**config.mk**
```make
export PLATFORM = sky130hd
export DESIGN_NAME = col_detect
export DESIGN_NICKNAME = d
export VERILOG_FILES = /design/src/rtl/col_pkg.sv /design/src/rtl/col_sync.sv /design/src/rtl/col_test_fsm.sv /design/src/rtl/col_out_reg.sv /design/src/rtl/col_detect.sv
export SDC_FILE = /design/constraint.sdc
export NUM_CORES = 1
export LEC_CHECK = 0
export BUFFER_PORTS_ARGS = -buffer_cell sky130_fd_sc_hd__clkbuf_2
export CORE_AREA = 3 3 40 42
export CTS_BUF_LIST = sky130_fd_sc_hd__clkbuf_8
export DETAILED_ROUTE_END_ITERATION = 10
export DIE_AREA = 0 0 43 45
export PLACE_DENSITY_LB_ADDON = 0.3
export SLEW_MARGIN = 20
export SYNTH_ARGS = -nofsm -noshare
export SYNTH_HDL_FRONTEND = slang
export SYNTH_SLANG_ARGS = --single-unit
```
**constraint.sdc**
```tcl
create_clock -name clk_i -period 1.8 [get_ports clk_i]
set_input_delay 0.54 -clock clk_i [delete_from_list [all_inputs] [get_ports clk_i]]
set_output_delay 0.54 -clock clk_i [all_outputs]
set_load 0.01 [all_outputs]
```
**src/rtl/col_pkg.sv**
```systemverilog
package col_pkg;
  typedef enum logic {
    TST_IDLE   = 1'b0,
    TST_ACTIVE = 1'b1
  } tst_state_e;

  typedef enum logic [1:0] {
    MODE_NORMAL = 2'd0,
    MODE_TEST   = 2'd1,
    MODE_FDX    = 2'd2
  } col_mode_e;
endpackage

```
**src/rtl/col_sync.sv**
```systemverilog
module col_sync #(
  parameter int unsigned STAGES = 2
) (
  input  logic clk_i,
  input  logic rst_ni,
  input  logic d_i,
  output logic q_o
);
  logic [STAGES-1:0] chain_q;

  for (genvar i = 0; i < STAGES; i++) begin : g_stage
    if (i == 0) begin : g_first
      always_ff @(posedge clk_i or negedge rst_ni) begin
        if (!rst_ni) chain_q[i] <= 1'b0;
        else         chain_q[i] <= d_i;
      end
    end else begin : g_next
      always_ff @(posedge clk_i or negedge rst_ni) begin
        if (!rst_ni) chain_q[i] <= 1'b0;
        else         chain_q[i] <= chain_q[i-1];
      end
    end
  end

  assign q_o = chain_q[STAGES-1];
endmodule

```
**src/rtl/col_test_fsm.sv**
```systemverilog
module col_test_fsm
  import col_pkg::*;
#(
  parameter int unsigned TEST_DELAY = 64,
  parameter int unsigned REL_DELAY  = 2
) (
  input  logic clk_i,
  input  logic rst_ni,
  input  logic clr_i,
  input  logic tx_en_i,
  input  logic tick_i,
  output logic test_col_o
);
  localparam int unsigned AW = $clog2(TEST_DELAY + 1);
  localparam int unsigned RW = $clog2(REL_DELAY + 1);
  localparam logic [AW-1:0] A_LAST = AW'(TEST_DELAY - 1);
  localparam logic [RW-1:0] R_LAST = RW'(REL_DELAY - 1);

  tst_state_e state_q, state_d;
  logic [AW-1:0] acnt_q, acnt_d;
  logic [RW-1:0] rcnt_q, rcnt_d;

  always_comb begin
    state_d = state_q;
    acnt_d  = acnt_q;
    rcnt_d  = rcnt_q;
    if (clr_i) begin
      state_d = TST_IDLE;
      acnt_d  = '0;
      rcnt_d  = '0;
    end else begin
      unique case (state_q)
        TST_IDLE: begin
          if (!tx_en_i) begin
            acnt_d = '0;
          end else if (tick_i) begin
            if (acnt_q == A_LAST) begin
              state_d = TST_ACTIVE;
              acnt_d  = '0;
              rcnt_d  = '0;
            end else begin
              acnt_d = acnt_q + 1'b1;
            end
          end
        end
        TST_ACTIVE: begin
          if (tx_en_i) begin
            rcnt_d = '0;
          end else if (tick_i) begin
            if (rcnt_q == R_LAST) begin
              state_d = TST_IDLE;
              rcnt_d  = '0;
            end else begin
              rcnt_d = rcnt_q + 1'b1;
            end
          end
        end
        default: state_d = TST_IDLE;
      endcase
    end
  end

  always_ff @(posedge clk_i or negedge rst_ni) begin
    if (!rst_ni) begin
      state_q <= TST_IDLE;
      acnt_q  <= '0;
      rcnt_q  <= '0;
    end else begin
      state_q <= state_d;
      acnt_q  <= acnt_d;
      rcnt_q  <= rcnt_d;
    end
  end

  assign test_col_o = (state_q == TST_ACTIVE);
endmodule

```
**src/rtl/col_out_reg.sv**
```systemverilog
module col_out_reg
  import col_pkg::*;
(
  input  logic clk_i,
  input  logic rst_ni,
  input  logic full_duplex_i,
  input  logic col_test_i,
  input  logic overlap_i,
  input  logic test_col_i,
  output logic col_o
);
  col_mode_e mode;
  logic      col_d, col_q;

  // full duplex outranks self-test
  always_comb begin
    if (full_duplex_i)   mode = MODE_FDX;
    else if (col_test_i) mode = MODE_TEST;
    else                 mode = MODE_NORMAL;
  end

  always_comb begin
    unique case (mode)
      MODE_FDX:  col_d = 1'b0;
      MODE_TEST: col_d = test_col_i;
      default:   col_d = overlap_i;
    endcase
  end

  always_ff @(posedge clk_i or negedge rst_ni) begin
    if (!rst_ni) col_q <= 1'b0;
    else         col_q <= col_d;
  end

  assign col_o = col_q;
endmodule

```
**src/rtl/col_detect.sv**
```systemverilog
module col_detect #(
  parameter int unsigned TEST_DELAY  = 64,
  parameter int unsigned REL_DELAY   = 2,
  parameter int unsigned SYNC_STAGES = 2
) (
  input  logic clk_i,
  input  logic rst_ni,
  input  logic tx_en_i,
  input  logic rx_crs_i,
  input  logic full_duplex_i,
  input  logic col_test_i,
  input  logic bit_tick_i,
  output logic col_o
);
  logic crs_s;
  logic test_col;
  logic test_clr;

  col_sync #(.STAGES(SYNC_STAGES)) u_sync (
    .clk_i  (clk_i),
    .rst_ni (rst_ni),
    .d_i    (rx_crs_i),
    .q_o    (crs_s)
  );

  assign test_clr = full_duplex_i | ~col_test_i;

  col_test_fsm #(
    .TEST_DELAY (TEST_DELAY),
    .REL_DELAY  (REL_DELAY)
  ) u_test (
    .clk_i      (clk_i),
    .rst_ni     (rst_ni),
    .clr_i      (test_clr),
    .tx_en_i    (tx_en_i),
    .tick_i     (bit_tick_i),
    .test_col_o (test_col)
  );

  col_out_reg u_out (
    .clk_i         (clk_i),
    .rst_ni        (rst_ni),
    .full_duplex_i (full_duplex_i),
    .col_test_i    (col_test_i),
    .overlap_i     (tx_en_i & crs_s),
    .test_col_i    (test_col),
    .col_o         (col_o)
  );
endmodule

```
==> summary.txt <==
Synthesis
  • XOR/XNOR share of the synthesized area: around 1.4%
  • Flops & latches, synth: 13
  • Post-Syn Instances: between 60 and 70
  • Simple-Gate Fraction of Synth Area: a little under a quarter
  • Largest family of logic cells by synthesized area: simple AND/OR/NAND/NOR gates
  • Dominant cell type by area after synthesis: dfrtp_1
  • Synth Net Count: between 70 and 80
  • Sequential fraction of the synthesis area: approximately half
  • Synth warn: 0
  • Top cells by count, synth: 13 x dfrtp_1, 7 x nand2_1, 7 x o21ai_0, 6 x nor2_1
  • Netlist Area Pre-Place: 632 um2
  • Top post-synthesis cells by area: dfrtp_1 51%, o21ai_0 5.5%, nand2_1 4.2%
  • Post-synth top area share: 51.5%
  • Ys flop type: dfrtp_1
  • Multiplexer share of the synthesized area: 0%
  • Mean area per synthesized cell: between 9 and 10 um2
  • Count leader, synth: dfrtp_1
  • Synth Area in Compound Gates: between 20% and 30%
  • Asr flop ratio synth: 100%
  • Post-Synth Adder-Cell Area: under 10%
  • Yosys cell types: 28
  • Number of synthesized flops with an enable pin: 0

Critical path
  • Slack of the worst reg-to-reg path: 0.25 ns
  • CP Cell Sequence: ha_1 -> nand3_1 -> nor4_2 -> nor2_1 -> o211a_1
  • Crit path max fanout: 5
  • WP data required: around 1.9 ns
  • Nature of the critical path endpoint: register
  • Worst r2r dst: u_test.rcnt_q[1]
  • Startpoint Class: register
  • Worst path arrival time: 1.68 ns
  • Max incr delay on CP: 0.39 ns
  • Critical path's slowest cell: dfrtp_1
  • Cells on worst reg2reg path: 5
  • Worst r2r src: u_test.acnt_q[0]
  • Crit path kind: reg2reg

Layout
  • Area delta synth->final: 15.6%
  • Share of layout cells above drive strength 1: 17.3%
  • Final nets: 84
  • Area of the multi-input gates: between 200 and 300 um2
  • Sequential standard cell area: 325 um2
  • Design Area, Final: between 700 and 800 um2
  • Final non-filler cell total: 90
  • Fillers: ~120
  • N_diodes: 0
  • Post-route core utilization: a little under three fifths

Clock tree
  • CTS resizes: 0
  • Clk Latency, worst-skew pair: roughly 0.24 ns
  • CTS Buf Count: 3
  • Clock buffer depth: 2
  • H-tree depth: 1
  • Setup repair bufs after CTS: 0
  • Clock transition at path regs: about 0.050 ns
  • Clk sinks: 13
  • CTS Hold Bufs: 0
  • Root Buffer: clkbuf_8
  • CTS tree: yes

STA
  • Final Cycle Share: 86.4%
  • Slew @ Worst Pin: roughly 0.34 ns
  • Final WS setup: 0.245 ns
  • Worst slew margin: 77.4%
  • Pins Over Slew Limit: 0
  • Min Clock Period, post-route: ~1.6 ns
  • Worst hold slack: roughly 0.19 ns
  • Worst Clk Skew: around 0.0014 ns
  • RSZ-0062 raised after global routing: no
  • TNS Setup: 0 ns
  • Final Hold Viols: 0
  • Max Clock Freq: about 0.64 GHz
  • Final setup vio count: 0

Detailed routing
  • Via/cell ratio: approximately 5.7
  • # DRC: 0
  • WL/cell: ~14 um
  • Pre-antenna DRT Iters: 4
  • Vias: around 520
  • Final ANT Viol Nets: 0
  • Detailed Route WL: roughly 1.3 mm
  • 1st-iter DRT viols: 6

Pwr
  • Net Sw Frac: between 20% and 30%
  • Power Density: roughly 800 mW/mm2
  • Max VDD drop: 0.537 mV
  • Power, Total: 0.588 mW
  • Switch Pwr: 0.129 mW
  • Internal power: ~0.46 mW
  • Sequential share of power: approximately 51%
  • Clock power frac: a little over two fifths
  • Leakage: 0.326 nW
  • Combinational group share of total power: approximately 6%

Floorplanning
  • Die height: roughly 45 um
  • Die area: 0.00194 mm2
  • Core ar.: ~0.0013 mm2
  • Die width: ~43 um
  • Num rows: 13
  • Initial Util: 49.2%
  • I/O Pins: 8

Hold path
  • Min-Delay Path Class: in2async

GRT
  • Gr ovfl total: 0
  • Vias in the first global route: roughly 500
  • First-pass GRT wire length: 2.13 mm
  • Initial antenna violation count: 0
  • Total track usage: between 10% and 20%
  • Largest net degree at the start of global routing: 14

Place
  • Inst Count DP: 86
  • Post-DP HPWL: 916 um
  • Pre-CTS WS: roughly 0.28 ns
  • I/O Buffers: 7
  • Placer congestion estimate: 0.675
  • Post-DP Area: 686 um2

Flow run
  • Max Cap Violations: 0

Run status
  • Outcome: finished clean
logic make-up after synthesis:
kind of cell	count (synthesis)
XOR/XNOR	1
adder cells (fa/ha/maj)	1
buffers and inverters	2
AND/OR/NAND/NOR	28
AO/OA/AOI/OAI	19
flip-flops	13
layout make-up:
type | instances | area share, %
sequential | 13 | 44.5
clock inverter | 1 | 0.514
timing repair buffer | 7 | 4.79
clock buffer | 3 | 5.65
multi-input combinational | 49 | 40.9
inverter | 2 | 1.03
tap | 15 | 2.57
power groups by stage:
| stage | sequential, mW | combinational, mW | clock [mW] |
|---|---|---|---|
| 2_1_floorplan | 0.303 | 0.0147 | 0 |
| 4_1_cts | 0.298 | 0.0355 | 0.260 |
| 3_3_place_gp | 0.303 | 0.0348 | 0 |
| 3_5_place_dp | 0.303 | 0.0353 | 0 |
| 5_1_grt | 0.298 | 0.0392 | 0.278 |
| 6_report | 0.298 | 0.0349 | 0.255 |
state kept, by name, summed over array words and instances, names as in the netlist:
| signal | cells |
|---|---|
| u_sync.q_o | 1 |
| u_sync.chain_q | 1 |
| u_test.acnt_q | 7 |
| u_test.rcnt_q | 2 |
| u_test.test_col_o | 1 |
| u_out.col_o | 1 |
cell usage in the layout, fill, tap and decap left out:
cell / netlist / layout
o22ai_1: 1 / 1
nor3_1: 1 / 1
nand2_1: 7 / 7
o21a_1: 1 / 1
a21oi_4: 1 / 1
a21oi_1: 3 / 3
o31ai_1: 1 / 1
o211a_1: 1 / 1
nor4_2: 1 / 1
nand4_1: 1 / 1
nor2_1: 6 / 6
a31oi_1: 1 / 1
nand2b_2: 1 / 1
and2b_1: 1 / 1
nand2b_1: 2 / 2
nand3b_1: 1 / 1
o21ai_0: 7 / 7
or3_1: 2 / 2
xor2_1: 1 / 1
ha_1: 1 / 1
nand3_1: 3 / 3
dfrtp_1: 13 / 13
clkbuf_2: 0 / 7
a31o_1: 1 / 1
inv_1: 2 / 3
a2bb2oi_1: 1 / 1
o21ai_1: 1 / 1
clkbuf_8: 0 / 3
and4_1: 1 / 1
nor2b_1: 1 / 1
critical path, delay by kind of cell, from the launching register on:
family | cells | cell delay (ns)
AO/OA/AOI/OAI | 1 | 0.26
flip-flops | 1 | 0.39
adder cells (fa/ha/maj) | 1 | 0.21
AND/OR/NAND/NOR | 3 | 0.57
per-layer routing:
metal	up-vias	share of wire [%]	routed length, um	track usage, %
li1	254	-	-	-
met1	238	42	531	17.0
met2	16	48	600	25.1
met3	9	5.0	63	5.18
met4	0	5.3	67	13.3
met5	-	0	0	0
worst max path at each step:
stage	depth (start not counted)	slack, ns	endpoint	startpoint
global route	5	0.14	u_test.rcnt_q[1]	u_test.acnt_q[0]
finish	5	0.25	u_test.rcnt_q[1]	u_test.acnt_q[0]
global placement	5	0.30	u_test.acnt_q[3]	bit_tick_i
detailed placement	5	0.28	u_test.acnt_q[3]	u_test.acnt_q[0]
CTS	5	0.24	u_test.rcnt_q[1]	u_test.acnt_q[0]
floorplan	5	0.43	u_test.rcnt_q[1]	u_test.acnt_q[0]
Power figures use the tool's default switching activity.
